<file path="config.mk">
export PLATFORM = sky130hd
export DESIGN_NAME = phase_lut_mc
export DESIGN_NICKNAME = d
export VERILOG_FILES = /design/src/rtl/plut_pkg.sv /design/src/rtl/ledr_rx.sv /design/src/rtl/lut_cfg_store.sv /design/src/rtl/lut_plane_sel.sv /design/src/rtl/phase_lut_mc.sv
export SDC_FILE = /design/constraint.sdc
export NUM_CORES = 1
export LEC_CHECK = 0
export BUFFER_PORTS_ARGS = -buffer_cell sky130_fd_sc_hd__clkbuf_2
export CORE_AREA = 2 2 70 72
export CTS_CLUSTER_DIAMETER = 50
export DETAILED_ROUTE_END_ITERATION = 8
export DIE_AREA = 0 0 72 74
export PLACE_DENSITY_LB_ADDON = 0.3
export SYNTH_ARGS = -nofsm -noshare
export SYNTH_HDL_FRONTEND = slang
export SYNTH_HIERARCHICAL = 1
export SYNTH_SLANG_ARGS = --single-unit
export TNS_END_PERCENT = 100
</file>
<file path="constraint.sdc">
create_clock -name clk -period 1.79 [get_ports clk]
set_clock_uncertainty 0.05 [all_clocks]
set_input_delay 0.0895 -clock clk [delete_from_list [all_inputs] [get_ports clk]]
set_output_delay 0.0895 -clock clk [all_outputs]
set_load 0.01 [all_outputs]
</file>
<file path="src/rtl/plut_pkg.sv">
package plut_pkg;

    typedef enum logic [1:0] {
        ST_IDLE = 2'd0,
        ST_EVAL = 2'd1
    } lut_state_e;

    function automatic logic pair_phase(input logic v, input logic r);
        return v ^ r;
    endfunction

endpackage

</file>
<file path="src/rtl/ledr_rx.sv">
module ledr_rx (
    input  logic v_i,
    input  logic r_i,
    input  logic c_i,
    output logic data_o,
    output logic phase_o,
    output logic is_data_o
);
    import plut_pkg::*;

    always_comb begin
        data_o    = v_i;
        phase_o   = pair_phase(v_i, r_i);
        is_data_o = ~c_i;
    end
endmodule

</file>
<file path="src/rtl/lut_cfg_store.sv">
module lut_cfg_store #(
    parameter int NUM_CTX = 8,
    parameter int ENT     = 4,
    localparam int NBITS  = NUM_CTX * ENT,
    localparam int ADDR_W = $clog2(NBITS)
) (
    input  logic              clk,
    input  logic              rst_n,
    input  logic              wr_en,
    input  logic [ADDR_W-1:0] wr_addr,
    input  logic              wr_bit,
    output logic [NBITS-1:0]  planes
);
    for (genvar g = 0; g < NBITS; g++) begin : g_cell
        always_ff @(posedge clk or negedge rst_n) begin
            if (!rst_n)
                planes[g] <= 1'b0;
            else if (wr_en && (wr_addr == ADDR_W'(g)))
                planes[g] <= wr_bit;
        end
    end
endmodule

</file>
<file path="src/rtl/lut_plane_sel.sv">
module lut_plane_sel #(
    parameter int NUM_CTX = 8,
    parameter int ENT     = 4,
    localparam int NBITS  = NUM_CTX * ENT,
    localparam int CTX_W  = $clog2(NUM_CTX),
    localparam int IDX_W  = $clog2(ENT)
) (
    input  logic [NBITS-1:0] planes,
    input  logic [CTX_W-1:0] ctx,
    input  logic [IDX_W-1:0] idx,
    output logic             bit_o
);
    always_comb bit_o = planes[{ctx, idx}];
endmodule

</file>
<file path="src/rtl/phase_lut_mc.sv">
module phase_lut_mc #(
    parameter int NUM_CTX = 8,
    localparam int ENT    = 4,
    localparam int CTX_W  = $clog2(NUM_CTX),
    localparam int IDX_W  = $clog2(ENT),
    localparam int ADDR_W = CTX_W + IDX_W,
    localparam int NBITS  = NUM_CTX * ENT
) (
    input  logic              clk,
    input  logic              rst_n,
    input  logic              a_v,
    input  logic              a_r,
    input  logic              a_c,
    input  logic              b_v,
    input  logic              b_r,
    input  logic              b_c,
    input  logic [CTX_W-1:0]  ctx_id,
    input  logic              cfg_we,
    input  logic [ADDR_W-1:0] cfg_addr,
    input  logic              cfg_din,
    output logic              y_v,
    output logic              y_r
);
    import plut_pkg::*;

    lut_state_e st_q, st_d;

    logic a_dat, a_ph, a_ok;
    logic b_dat, b_ph, b_ok;
    logic trig;
    logic out_ph;

    logic [IDX_W-1:0] idx_q;
    logic [CTX_W-1:0] ctx_q;
    logic             ph_q;
    logic [NBITS-1:0] planes_w;
    logic             sel_bit;
    logic             wr_ok;

    ledr_rx u_rx_a (.v_i(a_v), .r_i(a_r), .c_i(a_c),
                    .data_o(a_dat), .phase_o(a_ph), .is_data_o(a_ok));
    ledr_rx u_rx_b (.v_i(b_v), .r_i(b_r), .c_i(b_c),
                    .data_o(b_dat), .phase_o(b_ph), .is_data_o(b_ok));

    assign out_ph = pair_phase(y_v, y_r);
    assign trig   = a_ok && b_ok && (a_ph == b_ph) && (a_ph != out_ph);
    assign wr_ok  = cfg_we && (st_q == ST_IDLE);

    lut_cfg_store #(.NUM_CTX(NUM_CTX), .ENT(ENT)) u_store (
        .clk     (clk),
        .rst_n   (rst_n),
        .wr_en   (wr_ok),
        .wr_addr (cfg_addr),
        .wr_bit  (cfg_din),
        .planes  (planes_w)
    );

    lut_plane_sel #(.NUM_CTX(NUM_CTX), .ENT(ENT)) u_sel (
        .planes (planes_w),
        .ctx    (ctx_q),
        .idx    (idx_q),
        .bit_o  (sel_bit)
    );

    // next-state logic
    always_comb begin
        st_d = st_q;
        unique case (st_q)
            ST_IDLE: if (trig) st_d = ST_EVAL;
            ST_EVAL: st_d = ST_IDLE;
            default: st_d = ST_IDLE;
        endcase
    end

    // state register
    always_ff @(posedge clk or negedge rst_n) begin
        if (!rst_n) st_q <= ST_IDLE;
        else        st_q <= st_d;
    end

    // operand capture on the IDLE->EVAL transition
    always_ff @(posedge clk or negedge rst_n) begin
        if (!rst_n) begin
            idx_q <= '0;
            ctx_q <= '0;
            ph_q  <= 1'b0;
        end else if (st_q == ST_IDLE && trig) begin
            idx_q <= {a_dat, b_dat};
            ctx_q <= ctx_id;
            ph_q  <= a_ph;
        end
    end

    // output process
    always_ff @(posedge clk or negedge rst_n) begin
        if (!rst_n) begin
            y_v <= 1'b0;
            y_r <= 1'b0;
        end else if (st_q == ST_EVAL) begin
            y_v <= sel_bit;
            y_r <= sel_bit ^ ph_q;
        end
    end
endmodule

</file>
==> results.yml <==
run_status:
  outcome: "complete, but fails checks"
  violations: "setup timing"
placement:
  pre_cts_ws_ps: -30.6
  place_area_mm2: 0.00249
  hpwlAfterDp_um: 3450
  io_buffers: 19
  dp_cells: 285
  place.gp.congestion: 0.918
worst_setup_path:
  endpoint_kind: "flop"
  crit_required_ps: 1920
  reg2reg_slack_ps: -70
  path_max_fanout: 8
  crit_type: "flop to flop"
  worstPathArrival_ps: 1990
  startpoint_type: "flop"
  crit_start: "idx_q[1]"
  r2r_cells: 8
  r2r-start: "idx_q[1]"
timing:
  setup_ws_ps: -65.8
  slew_violations: 0
  fin_crit_sh: 1.04
  setup_viol: 2
  finalCriticalPeriod_ps: 1860
  max_freq_mhz: 539
  finalHoldViolCount: 0
  rsz0062_at_grt: "true"
  tightest_slew_ps: 696
  relSlewSlack: 0.536
  tns_ps: -120
  hold_slack_ps: 21.9
min_path:
  hp-class: "input pin to flop"
  whs_path_depth: 3
  holdCritStartpoint: "ctx_id[1]"
cts:
  cts-root-buf: "clkbuf_8"
  cts.sink_count: 41
  h-tree-depth: 2
  cts_buffers: 5
  cts_tree: "yes"
  cts_buffer_depth: 2
  clk_pin_slew_ps: 80
  clk_latency_ps: 290
floorplanning:
  start_util: 0.510
  die_w_um: 72
  die-area_mm2: 0.00533
  core_area_mm2: 0.00460
  design.portCount: 20
  dieHeight_um: 74
  rows: 25
flow_run:
  drv_cap: 0
finish:
  fin_area_mm2: 0.00271
  final_common_cell: "dfrtp_1"
  nNetsFinal: 261
  instances_no_fill: 298
  antenna_cells: 0
  drive_above_1_share: 0.340
  syn2layout_area_growth_pct: 15.6
  final_cell_mix: "dfrtp_1 (40), mux2_2 (25), nor2_1 (20)"
route:
  wl_per_cell_um: 16.3
  drt_iter0_markers: 90
  drtAntennaViolNets: 0
  met3WireLength_um: 142
  met2WireLength_um: 2260
  dr.pass1.iters: 4
  drc_errors: 0
  dr.max_layer_used: "met4"
  avgViaCountPerCell: 5.65
  wl_met1_um: 2390
  num_vias: 1683
  drt-total-wl_um: 4870
synth:
  syn_inst: 217
  synth-seq-cells: 41
  syn_area_mm2: 0.00235
  synth.distinct_cells: 42
  synth-warning-count: 6
  syn_avg_cell_area_um2: 10.8
  ys_seq_area_frac: 0.437
  synth_fp_nets: 235
grt:
  track_usage: 0.196
  antenna_found_initial: 0
  grt_max_degree: 33
  grt_pass1_vias: 1607
  grt-ovfl-total: 0
  grt_pass1_wl_um: 7840
pwr:
  cellPowerDensity_mw_per_mm2: 1320
  vdd_drop_max_mv: 0.675
  leakage_nw: 1.22
[critical path, cell delays in order, from the launching register on]
cell and delay [ps]:
dfrtp_1 430, buf_12 170, mux2i_4 230, nand2_1 80, nand4b_1 110, a21oi_1 40
a311o_1 370, xnor2_1 190, a21oi_1 80
[final timing paths]
kind / end
min reg2reg: u_store/planes[14]
max reg2reg: y_r
min: ctx_q[1]
max: y_r
min in group asynchronous: u_store/planes[29]
max in group asynchronous: u_store/planes[13]
[Yosys cell counts, drive strengths merged]
cell	number	share of area
xnor2	2	0.011
nand3b	1	0.0032
dfrtp	41	0.44
and2b	1	0.0032
or2b	1	0.0032
nand3	8	0.019
buf	9	0.036
a311o	1	0.0043
nand2	18	0.029
nor2b	4	0.011
inv	8	0.013
nor2	20	0.032
a21oi	6	0.013
nor3	4	0.0085
a221oi	5	0.019
or4	1	0.0032
and2	1	0.0027
xor2	2	0.0075
nand4b	4	0.015
a211o	1	0.0037
a22oi	4	0.013
mux2i	16	0.068
nor4b	1	0.010
a31oi	1	0.0027
and4bb	3	0.016
o22ai	5	0.013
nand2b	6	0.016
a211oi	1	0.0032
nand4	1	0.0027
o21ai	1	0.0021
mux2	33	0.16
or3	1	0.0032
and3b	1	0.0037
clkbuf	5	0.0080
[metrics by stage]
step	total power (W)	util
floorplan	0.00223	-
global placement	0.00252	0.541
detailed placement	0.00255	0.541
CTS	0.00351	0.579
global route	0.00377	0.590
finish	0.00357	0.590
[where the power goes]
group / switching [W] / total, W / internal (W)
Clock: 0.000327 / 0.000881 / 0.000554
Sequential: 0.000222 / 0.00139 / 0.00117
Combinational: 0.000564 / 0.00130 / 0.000732
[cell type report]
| class | instances | area [µm²] |
|---|---|---|
| repair buffers | 33 | 223 |
| clock inverters | 3 | 65.1 |
| clock buffers | 5 | 68.8 |
| multi-input cells | 154 | 1230 |
| well taps | 54 | 67.6 |
| flip-flops and latches | 41 | 1030 |
| inverters | 8 | 30.0 |
| fillers | 381 | 1890 |
[metal layers]
layer,up-vias,GRT usage
met4,0,0.0692
li1,822,-
met1,822,0.268
met5,-,0
met3,8,0.0420
met2,31,0.311
[repair_timing]
item	in CTS	in global routing
pin swaps	2	6
gates resized for setup	3	9
hold buffers	1	0
endpoints found under the setup margin	2	10
hold endpoints to repair	25	0
gates cloned	0	0
buffers inserted	3	1
[logic make-up (layout without fill, tap and decap cells)]
| group | count (synthesis) | count (layout) | synth area share |
|---|---|---|---|
| simple gates | 76 | 76 | 0.181 |
| buf+inv | 22 | 49 | 0.0565 |
| compound gates | 25 | 25 | 0.0736 |
| xor+xnor | 4 | 4 | 0.0181 |
| mux | 49 | 49 | 0.233 |
| flops | 41 | 41 | 0.437 |
[state kept, by name, indices dropped and copies added, names as in the netlist]
register and cells:
u_store/planes 32, ctx_q 3, idx_q 2, ph_q 1
st_q 1, y_r 1, y_v 1
Note: power is estimated with default switching activity, not from simulation.
